### config.mk
export PLATFORM = sky130hd
export DESIGN_NAME = pcm_slot_gate
export DESIGN_NICKNAME = d
export VERILOG_FILES = /design/src/rtl/tsg_pkg.sv /design/src/rtl/tsg_bit_counter.sv /design/src/rtl/tsg_window_fsm.sv /design/src/rtl/pcm_slot_gate.sv
export SDC_FILE = /design/constraint.sdc
export NUM_CORES = 1
export LEC_CHECK = 0
export BUFFER_PORTS_ARGS = -buffer_cell sky130_fd_sc_hd__buf_2
export CORE_MARGIN = 4
export CORE_UTILIZATION = 55
export CTS_CLUSTER_DIAMETER = 40
export DETAILED_ROUTE_END_ITERATION = 7
export GPL_ROUTABILITY_DRIVEN = 1
export PLACE_DENSITY = 0.77
export SKIP_LAST_GASP = 1
export SYNTH_ARGS = -nofsm -noshare
export SYNTH_HDL_FRONTEND = slang
export SYNTH_SLANG_ARGS = --single-unit
### constraint.sdc
create_clock -name clk -period 4.85 [get_ports clk]
set_input_delay 1.2125 -clock clk [delete_from_list [all_inputs] [get_ports clk]]
set_output_delay 1.2125 -clock clk [all_outputs]
set_load 0.1 [all_outputs]
### src/rtl/tsg_pkg.sv
package tsg_pkg;

    // Per-direction window progress within one frame.
    typedef enum logic [1:0] {
        W_IDLE = 2'd0,   // no sync seen since reset
        W_WAIT = 2'd1,   // counting toward the window start
        W_OPEN = 2'd2,   // current bit is inside the window
        W_DONE = 2'd3    // window spent for this frame
    } win_state_e;

    localparam int unsigned NUM_DIR = 2;   // receive, transmit
    localparam int unsigned DIR_RX  = 0;
    localparam int unsigned DIR_TX  = 1;

endpackage

### src/rtl/tsg_bit_counter.sv
module tsg_bit_counter #(
    parameter int unsigned CNT_W = 10
) (
    input  logic             clk,
    input  logic             rst_n,
    input  logic             fsync,
    output logic             sync_pulse,
    output logic [CNT_W-1:0] pos,
    output logic [CNT_W-1:0] cnt_q
);

    localparam logic [CNT_W-1:0] CNT_MAX = '1;

    logic fsync_q;

    // Rising-edge detection against the level seen at the previous edge.
    always_comb begin
        sync_pulse = fsync & ~fsync_q;
        if (sync_pulse) begin
            pos = '0;
        end else if (cnt_q == CNT_MAX) begin
            pos = cnt_q;
        end else begin
            pos = cnt_q + 1'b1;
        end
    end

    always_ff @(posedge clk or negedge rst_n) begin
        if (!rst_n) begin
            fsync_q <= 1'b0;
            cnt_q   <= '0;
        end else begin
            fsync_q <= fsync;
            cnt_q   <= pos;
        end
    end

    // between sync edges the position advances by exactly one bit
    a_r2_count_steps: assert property (@(posedge clk) disable iff (!rst_n)
        (!sync_pulse && cnt_q != CNT_MAX) |=> (cnt_q == $past(cnt_q) + 1'b1));

    // a sync edge always lands the counter on bit index 0
    a_r2_sync_zeroes: assert property (@(posedge clk) disable iff (!rst_n)
        sync_pulse |=> (cnt_q == '0));

endmodule

### src/rtl/tsg_window_fsm.sv
module tsg_window_fsm
    import tsg_pkg::*;
#(
    parameter int unsigned CNT_W = 10,
    parameter int unsigned WID_W = 8
) (
    input  logic             clk,
    input  logic             rst_n,
    input  logic             sync_pulse,
    input  logic [CNT_W-1:0] pos,
    input  logic [CNT_W-1:0] cnt_q,
    input  logic [CNT_W-1:0] start,
    input  logic [WID_W-1:0] width_m1,
    output logic             en
);

    win_state_e       state_q, state_d;
    logic [WID_W-1:0] rem_q, rem_d;

    // Next-state logic
    always_comb begin
        state_d = state_q;
        rem_d   = rem_q;
        if (sync_pulse) begin
            if (start == '0) begin
                state_d = W_OPEN;
                rem_d   = width_m1;
            end else begin
                state_d = W_WAIT;
            end
        end else begin
            unique case (state_q)
                W_IDLE: begin
                    state_d = W_IDLE;
                end
                W_WAIT: begin
                    if (pos == start) begin
                        state_d = W_OPEN;
                        rem_d   = width_m1;
                    end
                end
                W_OPEN: begin
                    if (rem_q == '0) begin
                        state_d = W_DONE;
                    end else begin
                        rem_d = rem_q - 1'b1;
                    end
                end
                W_DONE: begin
                    state_d = W_DONE;
                end
            endcase
        end
    end

    // State register
    always_ff @(posedge clk or negedge rst_n) begin
        if (!rst_n) begin
            state_q <= W_IDLE;
            rem_q   <= '0;
        end else begin
            state_q <= state_d;
            rem_q   <= rem_d;
        end
    end

    // Output register on the opposite edge
    always_ff @(negedge clk or negedge rst_n) begin
        if (!rst_n) begin
            en <= 1'b0;
        end else begin
            en <= (state_q == W_OPEN);
        end
    end

    // no enable before the first frame sync
    a_r1_idle_dark: assert property (@(posedge clk) disable iff (!rst_n)
        (state_q == W_IDLE) |-> !en);

    // a window only opens on its programmed start position
    a_r3_opens_at_start: assert property (@(posedge clk) disable iff (!rst_n)
        $rose(state_q == W_OPEN) |-> (cnt_q == start));

    // the last window bit is followed by a closed window unless a new frame begins
    a_r4_width_bound: assert property (@(posedge clk) disable iff (!rst_n)
        (state_q == W_OPEN && rem_q == '0 && !sync_pulse) |=> (state_q == W_DONE));

    // a sync edge restarts the schedule from any state
    a_r6_sync_restarts: assert property (@(posedge clk) disable iff (!rst_n)
        sync_pulse |=> (state_q == W_WAIT || state_q == W_OPEN));

    // by each rising edge the enable already reflects the state set at the previous one
    a_r7_en_settled: assert property (@(posedge clk) disable iff (!rst_n)
        en == (state_q == W_OPEN));

endmodule

### src/rtl/pcm_slot_gate.sv
module pcm_slot_gate
    import tsg_pkg::*;
#(
    parameter int unsigned TSN_W   = 6,
    parameter int unsigned SHIFT_W = 3,
    parameter int unsigned WID_W   = 8
) (
    input  logic                 clk,
    input  logic                 rst_n,
    input  logic                 fsync,
    input  logic [TSN_W+1:0]     rx_slot_cfg,
    input  logic [SHIFT_W-1:0]   rx_shift,
    input  logic [TSN_W+1:0]     tx_slot_cfg,
    input  logic [SHIFT_W-1:0]   tx_shift,
    input  logic [WID_W-1:0]     width_m1,
    output logic                 rx_en,
    output logic                 tx_en
);

    localparam int unsigned CFG_W   = TSN_W + 2;
    localparam int unsigned START_W = TSN_W + SHIFT_W;
    localparam int unsigned CNT_W   = START_W + 1;

    logic               sync_pulse;
    logic [CNT_W-1:0]   pos;
    logic [CNT_W-1:0]   cnt_q;

    logic [CFG_W-1:0]   cfg_arr   [NUM_DIR];
    logic [SHIFT_W-1:0] shift_arr [NUM_DIR];
    logic [NUM_DIR-1:0] en_vec;

    // Reserved configuration bits are read nowhere else.
    logic unused_cfg_bits;
    assign unused_cfg_bits = ^{rx_slot_cfg[1:0], tx_slot_cfg[1:0]};

    assign cfg_arr[DIR_RX]   = rx_slot_cfg;
    assign cfg_arr[DIR_TX]   = tx_slot_cfg;
    assign shift_arr[DIR_RX] = rx_shift;
    assign shift_arr[DIR_TX] = tx_shift;
    assign rx_en = en_vec[DIR_RX];
    assign tx_en = en_vec[DIR_TX];

    tsg_bit_counter #(
        .CNT_W (CNT_W)
    ) i_counter (
        .clk        (clk),
        .rst_n      (rst_n),
        .fsync      (fsync),
        .sync_pulse (sync_pulse),
        .pos        (pos),
        .cnt_q      (cnt_q)
    );

    for (genvar d = 0; d < NUM_DIR; d++) begin : g_dir
        logic [CNT_W-1:0] start;

        // slot number * 8 + shift is a plain concatenation
        assign start = CNT_W'({cfg_arr[d][CFG_W-1:2], shift_arr[d]});

        tsg_window_fsm #(
            .CNT_W (CNT_W),
            .WID_W (WID_W)
        ) i_window (
            .clk        (clk),
            .rst_n      (rst_n),
            .sync_pulse (sync_pulse),
            .pos        (pos),
            .cnt_q      (cnt_q),
            .start      (start),
            .width_m1   (width_m1),
            .en         (en_vec[d])
        );
    end

    // each window honours its own start even when the other is elsewhere
    a_r5_rx_tx_independent: assert property (@(posedge clk) disable iff (!rst_n)
        (g_dir[0].start != g_dir[1].start && sync_pulse && width_m1 == '0)
        |=> !(g_dir[0].i_window.state_q == W_OPEN && g_dir[1].i_window.state_q == W_OPEN));

endmodule

== Yosys cells after proc, flatten, opt, wreduce, memory -nomap -nowiden ==
Index checks and enable logic that the tools add are counted.
Storage, ports and cells
  flip-flop bits (word level): 33
  latch bits: 0
  memory bits (writable): 0
  ROM bits: 0
  bits of input ports: 33
  output and inout bits: 2
  word-level logic and storage cells: 64
  memories kept: 0
Operators by class
  add/sub/neg operators: 3
  multiply operators: 0
  div/mod/pow operators: 0
  order comparisons: 0
  equality and inequality tests: 17
  shift operators: 0
  mux-type cells: 22
  bitwise gates (word level): 2
  reductions and logical operators: 12
Operators with widths (count)
  $mux 8: 8
  $pmux 8 s2: 2
  $eq 10x9->1: 2
  $logic_not 10->1: 2
  $mux 10: 2
  $logic_not 8->1: 2
  $mux 2: 8
  $pmux 2 s4: 2
  $sub 8x1->8 const B: 2
  $add 10x1->10 const B: 1
  $eq 10x10->1 const B: 1
  $ne 3x2->1 const B: 3
  $eq 2x2->1 const B: 4
  $reduce_and 4->1: 2
  $ne 3x1->1 const B: 2
  $reduce_bool 3->1: 2
  $eq 2x1->1 const B: 2
  $logic_not 2->1: 2
  $reduce_and 2->1: 2
  $ne 3x3->1 const B: 1
  $ne 2x1->1 const B: 1
  $ne 2x2->1 const B: 1
  $and 1x1->1: 1
  $not 1->1: 1

== Depth between registers and ports, before layout ==
Gate-level depths: netlist of the first run.
  depth after elaboration: 7
  mapped depth: 12

== Hierarchy ==
Synthesis of the first run repeated with hierarchy kept, for this count alone.
Second synthesis, totals
  cell total of the unflattened synthesis: 260
  area total of the unflattened synthesis: 2273.4 µm²
By module, submodules not included
  tsg_window_fsm: instances 2, cells an instance 101, area each 843.3 µm², seq. area each 275.3 µm²
  tsg_bit_counter: instances 1, cells an instance 57, area each 583.1 µm², seq. area each 275.3 µm²
  pcm_slot_gate: instances 1, cells an instance 1, area each 3.8 µm², seq. area each 0.0 µm²

==> metrics.md, run 1 <==
| Metric | Value |
|---|---|
| Run status | `completed` |
| Hold bufs inserted after CTS | `0` |
| Final Slew Violations | `0` |
| Total Routed Length | `6667 µm` |
| Number of instances resized during post-cts repair | `0` |
| Antenna violations before repair | `0` |
| Combinational cell fraction of total power | `47.4%` |
| Compound-gate portion of the synthesized area | `24.22%` |
| Clk pwr share | `18.9%` |
| Worst-Margin Slew | `915.3 ps` |
| Worst Path Arrival | `3530 ps` |
| Seq cells post-synth | `33` |
| DR DRC count | `0` |
| Commonest non-fill, non-tap cell in the layout | `dfrtp_1` |
| Buffer type at the clock tree root | `clkbuf_8` |
| Number of flops mapped to enable cells by yosys | `0` |
| Sequential fraction of the synthesis area | `31.34%` |
| Area share of and/or/nand/nor cells after synthesis | `26.50%` |
| Net count after synthesis | `368` |
| Critical path endpoint category | `output pin` |
| Aggregate global routing overflow | `0` |
| Worst R2R Setup Slack | `1500 ps` |
| Vias in the first global route | `2362` |
| Routed WL per cell | `16.84 µm` |
| Core Rows | `24` |
| Die boundary height | `77.22 µm` |
| Total number of cells along the worst setup path | `1` |
| Setup skew after layout | `11.28 ps` |
| Worst path max stage delay | `420 ps` |
| ANT cells | `0` |
| Num ports | `35` |
| Largest fanout on the critical path | `1` |
| H-Tree Depth | `2` |
| Layout cell share with drive strength beyond 1 | `15.12%` |
| Number of cells after detailed placement | `388` |
| Clk_lat worst skew | `290 ps` |
| Pwr/cell area | `507.0 mW/mm²` |
| Multiplexer share of the synthesized area | `2.564%` |
| Unrepaired setup endpoints after global routing | `false` |
| Syn Std Cell Area | `0.002635 mm²` |
| Syn. warnings | `0` |
| Number of hold-slack violations in the final timing report | `0` |
| Cell accounting for the most synthesized area | `dfrtp_1` |
| Buffer levels on the longest clock path | `2` |
| Overall track demand over capacity in global routing | `23.09%` |
| Critical Path Source Type | `register` |
| Area growth, synth to finish | `9.924%` |
| Setup crit start | `g_dir[0].i_window.en` |
| P_sw | `0.6558 mW` |
| Data required time at the worst endpoint | `3640 ps` |
| Per-cell via count in the routed design | `6.573` |
| Number of routed nets with antenna violations | `0` |
| Internal power summed over all cells | `0.8129 mW` |
| Die area | `0.005962 mm²` |
| Number of cells on the worst reg-to-reg path | `9` |
| Number of setup buffers added after CTS | `0` |
| Overall via count from detail_route | `2603` |
| Count of input and output buffers | `30` |
| DR pass1 iterations | `5` |
| Cell count after synthesis | `322` |
| Fill count | `393` |
| Wire length of the first global-routing pass | `11230 µm` |
| Tightest slew margin relative to the limit | `38.98%` |
| Dominant combinational cell family by area after synthesis | `simple AND/OR/NAND/NOR gates` |
| Worst min-delay path category | `register to register` |
| MaxCap Viol Count | `0` |
| Cell family with most CP delay | `buffers and inverters` |
| RD Place Congestion | `0.9850` |
| Type of the worst setup path | `register to output pin` |
| Switching Fraction | `44.65%` |
| Leakage dissipation | `1.183 nW` |
| Post-DP HPWL | `4887 µm` |
| Clock slew at the register clock pins of the worst setup and hold paths | `60 ps` |
| Synth Flop Type | `dfrtp_1` |
| Total clock buffers created by CTS | `5` |
| Setup TNS after final layout | `0 ps` |
| Total Nets Final | `389` |
| Total Power Consumption | `1.469 mW` |
| Maximum number of pins on one net before global-route repair | `26` |
| Mean instance size in the synthesized netlist | `8.183 µm²` |
| Share of total power in sequential cells | `33.8%` |
| Max stage delay cell, worst path | `buf_2` |
| Initial DRC Count | `329` |
| Final-report setup violation count | `0` |
| Non-filler cells, final | `396` |
| Starting Density | `58.50%` |
| Fraction of post-synthesis cell area in the top cell type by area | `29.44%` |
| Xor-xnor portion of the synthesized cell area | `2.991%` |
| Number of clock sinks seen by CTS | `33` |
| Fraction of registers with async set/reset | `100.0%` |
| Area share of fa/ha/maj cells after synthesis | `6.173%` |
| Start point of the worst hold path | `g_dir[1].i_window.rem_q[1]` |
| Cell breakdown of the critical path | `buf_2` |
| Max rail drop VDD | `0.3141 mV` |
| Number of buffer and inverter stages on the critical path | `1` |
| Hold path depth | `2` |
| Count of distinct cell types in the synthesized netlist | `61` |
| Floorplan die width | `77.22 µm` |
| Std-Cell Core Area | `0.004504 mm²` |
| TritonCTS clock tree | `done` |
| R2r startpoint | `i_counter.cnt_q[0]` |
| Leading cell types in the layout, fill and taps excluded | `31 x dfrtp_1, 30 x buf_2, 24 x nand2_1` |
| Ranking of synthesized cells by area | `dfrtp_1 29%, ha_1 6.2%, a21oi_1 3.8%` |
-- cell usage after synthesis, drive strengths merged, types with 2 or more instances --
| library cell | count |
|---|---|
| clkbuf | 8 |
| nor3 | 12 |
| xnor2 | 8 |
| o21ai | 28 |
| dfrtp | 31 |
| a22oi | 3 |
| o2bb2ai | 2 |
| nand3 | 15 |
| o31ai | 3 |
| dfrtn | 2 |
| and2 | 3 |
| a41oi | 2 |
| nand2 | 24 |
| a21oi | 21 |
| a21boi | 2 |
| nor2b | 2 |
| and3 | 5 |
| nor4 | 12 |
| nor2 | 21 |
| inv | 17 |
| a211oi | 6 |
| or4 | 3 |
| nand2b | 8 |
| o211ai | 8 |
| or3 | 7 |
| mux2 | 3 |
| a31oi | 8 |
| buf | 12 |
| a31o | 2 |
| mux2i | 3 |
| nand4 | 6 |
| a311oi | 3 |
| and4 | 5 |
| ha | 13 |
-- area by class of cell --
| cell class | count | area (µm²) | share of cell area [%] |
|---|---|---|---|
| well taps | 52 | 65.06 | 2.246 |
| clock buffers | 7 | 86.33 | 2.981 |
| flip-flops and latches | 33 | 825.8 | 28.51 |
| repair buffers | 34 | 180.2 | 6.220 |
| clock inverters | 1 | 30.03 | 1.037 |
| inverters | 17 | 63.81 | 2.203 |
| multi-input cells | 252 | 1645 | 56.80 |
-- stage by stage --
stage               setup slack, ps  hold WS (ps)  utilization [%]  area, µm²
floorplan                     263.8         468.8                -       2635
detailed placement            409.9         504.3            61.72       2780
global placement              407.2         499.1            61.72       2780
global route                  80.61         539.0            64.31       2897
finish                        104.0         511.3            64.31       2897
CTS                           92.69         521.8            64.31       2897
-- power by group through the flow --
stage                     Combinational (mW)  Sequential (mW)  Clock [mW]
after floorplan                        0.525            0.508           0
after global placement                 0.671            0.493           0
after detailed placement               0.690            0.497           0
after CTS                              0.693            0.492       0.279
after global routing                   0.781            0.513       0.294
final                                  0.696            0.496       0.277
-- cell families (layout without fill, tap and decap cells) --
| family | count (synthesis) | count (layout) |
|---|---|---|
| simple gates | 127 | 127 |
| compound gates | 97 | 97 |
| buf+inv | 37 | 59 |
| flops | 33 | 33 |
| fa+ha+maj | 13 | 13 |
| xor+xnor | 9 | 9 |
| mux | 6 | 6 |
-- metal layers --
layer | up-vias | routed length (µm) | global-route usage [%]
met5 | - | 0 | 0
met4 | 0 | 116 | 8.541
met3 | 13 | 645 | 4.918
met2 | 130 | 2885 | 33.68
met1 | 1213 | 3018 | 33.31
li1 | 1247 | - | -
-- worst paths after layout --
check,end
min in group asynchronous,g_dir[1].i_window.rem_q[0]
worst min register to register,g_dir[1].i_window.rem_q[1]
worst max register to register,g_dir[0].i_window.rem_q[1]
worst max-delay path,rx_en
worst min-delay path,g_dir[1].i_window.rem_q[1]
max in group asynchronous,g_dir[1].i_window.en
-- sequential cells by signal (all words and copies together) (netlist names) --
name / cells
i_counter.cnt_q: 10
g_dir.i_window.en: 2
g_dir.i_window.rem_q: 16
i_counter.fsync_q: 1
g_dir.i_window.state_q: 4
Power figures use the tool's default switching activity.
==> run 2, diff against run 1 <==
--- a/config.mk
+++ b/config.mk
@@ -5,13 +5,13 @@
 export SDC_FILE = /design/constraint.sdc
 export NUM_CORES = 1
 export LEC_CHECK = 0
-export BUFFER_PORTS_ARGS = -buffer_cell sky130_fd_sc_hd__buf_2
 export CORE_MARGIN = 4
 export CORE_UTILIZATION = 55
 export CTS_CLUSTER_DIAMETER = 40
 export DETAILED_ROUTE_END_ITERATION = 7
+export DONT_BUFFER_PORTS = 1
 export GPL_ROUTABILITY_DRIVEN = 1
-export PLACE_DENSITY = 0.77
+export PLACE_DENSITY = 0.7
 export SKIP_LAST_GASP = 1
 export SYNTH_ARGS = -nofsm -noshare
 export SYNTH_HDL_FRONTEND = slang
==> metrics.md, run 2 (synthesized netlist as in run 1, its figures left out) <==
| Metric | Value |
|---|---|
| Internal power summed over all cells | `0.7338 mW (was 0.8129 mW)` |
| Initial DRC Count | `175 (was 329)` |
| Die area | `0.005962 mm² (unchanged)` |
| Leading cell types in the layout, fill and taps excluded | `31 x dfrtp_1, 24 x nand2_1, 21 x nor2_1 (was 31 x dfrtp_1, 30 x buf_2, 24 x nand2_1)` |
| Run status | `completed (unchanged)` |
| Critical path endpoint category | `output pin (unchanged)` |
| Routed WL per cell | `17.56 µm (was 16.84 µm)` |
| Post-DP HPWL | `4807 µm (was 4887 µm)` |
| Maximum number of pins on one net before global-route repair | `34 (was 26)` |
| Pwr/cell area | `503.9 mW/mm² (was 507.0 mW/mm²)` |
| Clk_lat worst skew | `300 ps (was 290 ps)` |
| Max stage delay cell, worst path | `dfrtn_1 (was buf_2)` |
| Type of the worst setup path | `register to output pin (unchanged)` |
| Number of buffer and inverter stages on the critical path | `1 (unchanged)` |
| Post-Route Hold Slack | `509.4 ps (was 511.3 ps)` |
| Placed Area | `0.002638 mm² (was 0.002780 mm²)` |
| Number of clock sinks seen by CTS | `33 (unchanged)` |
| Largest fanout on the critical path | `1 (unchanged)` |
| Setup skew after layout | `7.887 ps (was 11.28 ps)` |
| Worst Path Arrival | `3390 ps (was 3530 ps)` |
| Hold bufs inserted after CTS | `0 (unchanged)` |
| DR pass1 iterations | `4 (was 5)` |
| Worst min-delay path category | `register to register (unchanged)` |
| Total Routed Length | `6445 µm (was 6667 µm)` |
| Buffer type at the clock tree root | `clkbuf_8 (unchanged)` |
| Antenna violations before repair | `0 (unchanged)` |
| Core Rows | `24 (unchanged)` |
| Max rail drop VDD | `0.2733 mV (was 0.3141 mV)` |
| Worst path max stage delay | `390 ps (was 420 ps)` |
| TritonCTS clock tree | `done (unchanged)` |
| ANT cells | `0 (unchanged)` |
| Die boundary height | `77.22 µm (unchanged)` |
| Cell breakdown of the critical path | `buf_4 (was buf_2)` |
| Share of total power in sequential cells | `36.0% (was 33.8%)` |
| Aggregate global routing overflow | `0 (unchanged)` |
| MaxCap Viol Count | `0 (unchanged)` |
| Worst-Margin Slew | `713.8 ps (was 915.3 ps)` |
| Layout cell share with drive strength beyond 1 | `7.619% (was 15.12%)` |
| H-Tree Depth | `2 (unchanged)` |
| Cell family with most CP delay | `flip-flops (was buffers and inverters)` |
| P_sw | `0.6388 mW (was 0.6558 mW)` |
| Number of setup buffers added after CTS | `0 (unchanged)` |
| Buffer levels on the longest clock path | `2 (unchanged)` |
| DR DRC count | `0 (unchanged)` |
| Clk pwr share | `15.3% (was 18.9%)` |
| Unrepaired setup endpoints after global routing | `false (unchanged)` |
| Overall track demand over capacity in global routing | `22.48% (was 23.09%)` |
| Final-report setup violation count | `0 (unchanged)` |
| Switching Fraction | `46.54% (was 44.65%)` |
| Tightest slew margin relative to the limit | `52.41% (was 38.98%)` |
| Number of flip-flops in the largest register | `16 (unchanged)` |
| Leakage dissipation | `1.055 nW (was 1.183 nW)` |
| RD Place Congestion | `0.9267 (was 0.9850)` |
| Combinational cell fraction of total power | `48.7% (was 47.4%)` |
| Starting Density | `58.50% (unchanged)` |
| Critical Path Source Type | `register (unchanged)` |
| Overall via count from detail_route | `2396 (was 2603)` |
| Final Slew Violations | `0 (unchanged)` |
| Total clock buffers created by CTS | `5 (unchanged)` |
| Num ports | `35 (unchanged)` |
| Area growth, synth to finish | `3.371% (was 9.924%)` |
| Setup TNS after final layout | `0 ps (unchanged)` |
| Number of instances resized during post-cts repair | `0 (unchanged)` |
| Number of routed nets with antenna violations | `0 (unchanged)` |
| Total Nets Final | `360 (was 389)` |
| Clock slew at the register clock pins of the worst setup and hold paths | `70 ps (was 60 ps)` |
| Number of hold-slack violations in the final timing report | `0 (unchanged)` |
| Register name with the most flops | `g_dir.i_window.rem_q (unchanged)` |
| Vias in the first global route | `2170 (was 2362)` |
| Largest registers | `g_dir.i_window.rem_q: 16 flops, i_counter.cnt_q: 10 flops, g_dir.i_window.state_q: 4 flops (unchanged)` |
| Commonest non-fill, non-tap cell in the layout | `dfrtp_1 (unchanged)` |
| Std-Cell Core Area | `0.004504 mm² (unchanged)` |
| Wire length of the first global-routing pass | `10840 µm (was 11230 µm)` |
| Count of input and output buffers | `0 (was 30)` |
| Data required time at the worst endpoint | `3640 ps (about the same)` |
| Per-cell via count in the routed design | `6.529 (was 6.573)` |
| Non-Filler Cell Area, Final | `0.002724 mm² (was 0.002897 mm²)` |
| Floorplan die width | `77.22 µm (unchanged)` |
-- run 2: cell types whose count changed in the layout (fill, tap and decap cells not counted) --
| cell | before | now |
|---|---|---|
| clkinvlp_4 | 0 | 1 |
| buf_2 | 30 | 0 |
| buf_4 | 4 | 5 |
| bufinv_16 | 1 | 0 |
| clkbuf_1 | 1 | 0 |
| clkinv_2 | 0 | 2 |
| clkbuf_8 | 6 | 5 |
-- run 2: layer usage --
| layer | GRT usage, % | up-vias | part of all wire, % | routed length (µm) |
|---|---|---|---|---|
| met5 | 0 | - | 0 | 0 |
| li1 | - | 1190 | - | - |
| met3 | 5.269 | 7 | 8.2 | 528 |
| met1 | 33.92 | 1126 | 48 | 3089 |
| met4 | 4.804 | 0 | 0.95 | 61 |
| met2 | 32.38 | 73 | 43 | 2766 |
-- run 2: area by class of cell --
| type | count | area (µm²) |
|---|---|---|
| flip-flops and latches | 33 | 825.8 |
| multi-input cells | 252 | 1645 |
| well taps | 52 | 65.06 |
| fillers | 407 | 1780 |
| clock inverters | 3 | 17.52 |
| inverters | 17 | 63.81 |
| repair buffers | 5 | 37.54 |
| clock buffers | 5 | 68.82 |
-- run 2: power by group through the flow --
stage / Clock [mW] / Combinational (mW) / Sequential [mW]
5_1_grt: 0.232 / 0.762 / 0.511
3_3_place_gp: 0 / 0.647 / 0.493
6_report: 0.211 / 0.668 / 0.494
2_1_floorplan: 0 / 0.525 / 0.508
3_5_place_dp: 0 / 0.666 / 0.495
4_1_cts: 0.218 / 0.668 / 0.490
-- run 2: worst paths after layout --
check,depth (start not counted),end,slack [ps],from
setup / recovery,1,tx_en,250,g_dir[1].i_window.en
hold / removal,1,g_dir[0].i_window.rem_q[0],510,g_dir[0].i_window.rem_q[0]
setup reg to reg,2,g_dir[0].i_window.en,1520,g_dir[0].i_window.state_q[0]
hold reg to reg,1,g_dir[0].i_window.rem_q[0],510,g_dir[0].i_window.rem_q[0]
max in group asynchronous,0,g_dir[0].i_window.en,1810,rst_n
min in group asynchronous,0,g_dir[1].i_window.state_q[0],610,rst_n
-- run 2: through the flow --
stage          worst slack (ps)  std cells  power (mW)  utilization (%)
2_1_floorplan             263.8        322       1.032                -
3_3_place_gp              556.4        359       1.140            58.56
3_5_place_dp              556.3        359       1.162            58.56
4_1_cts                   231.7        367       1.376            60.47
5_1_grt                   192.5        367       1.505            60.47
6_report                  245.3        367       1.373            60.47
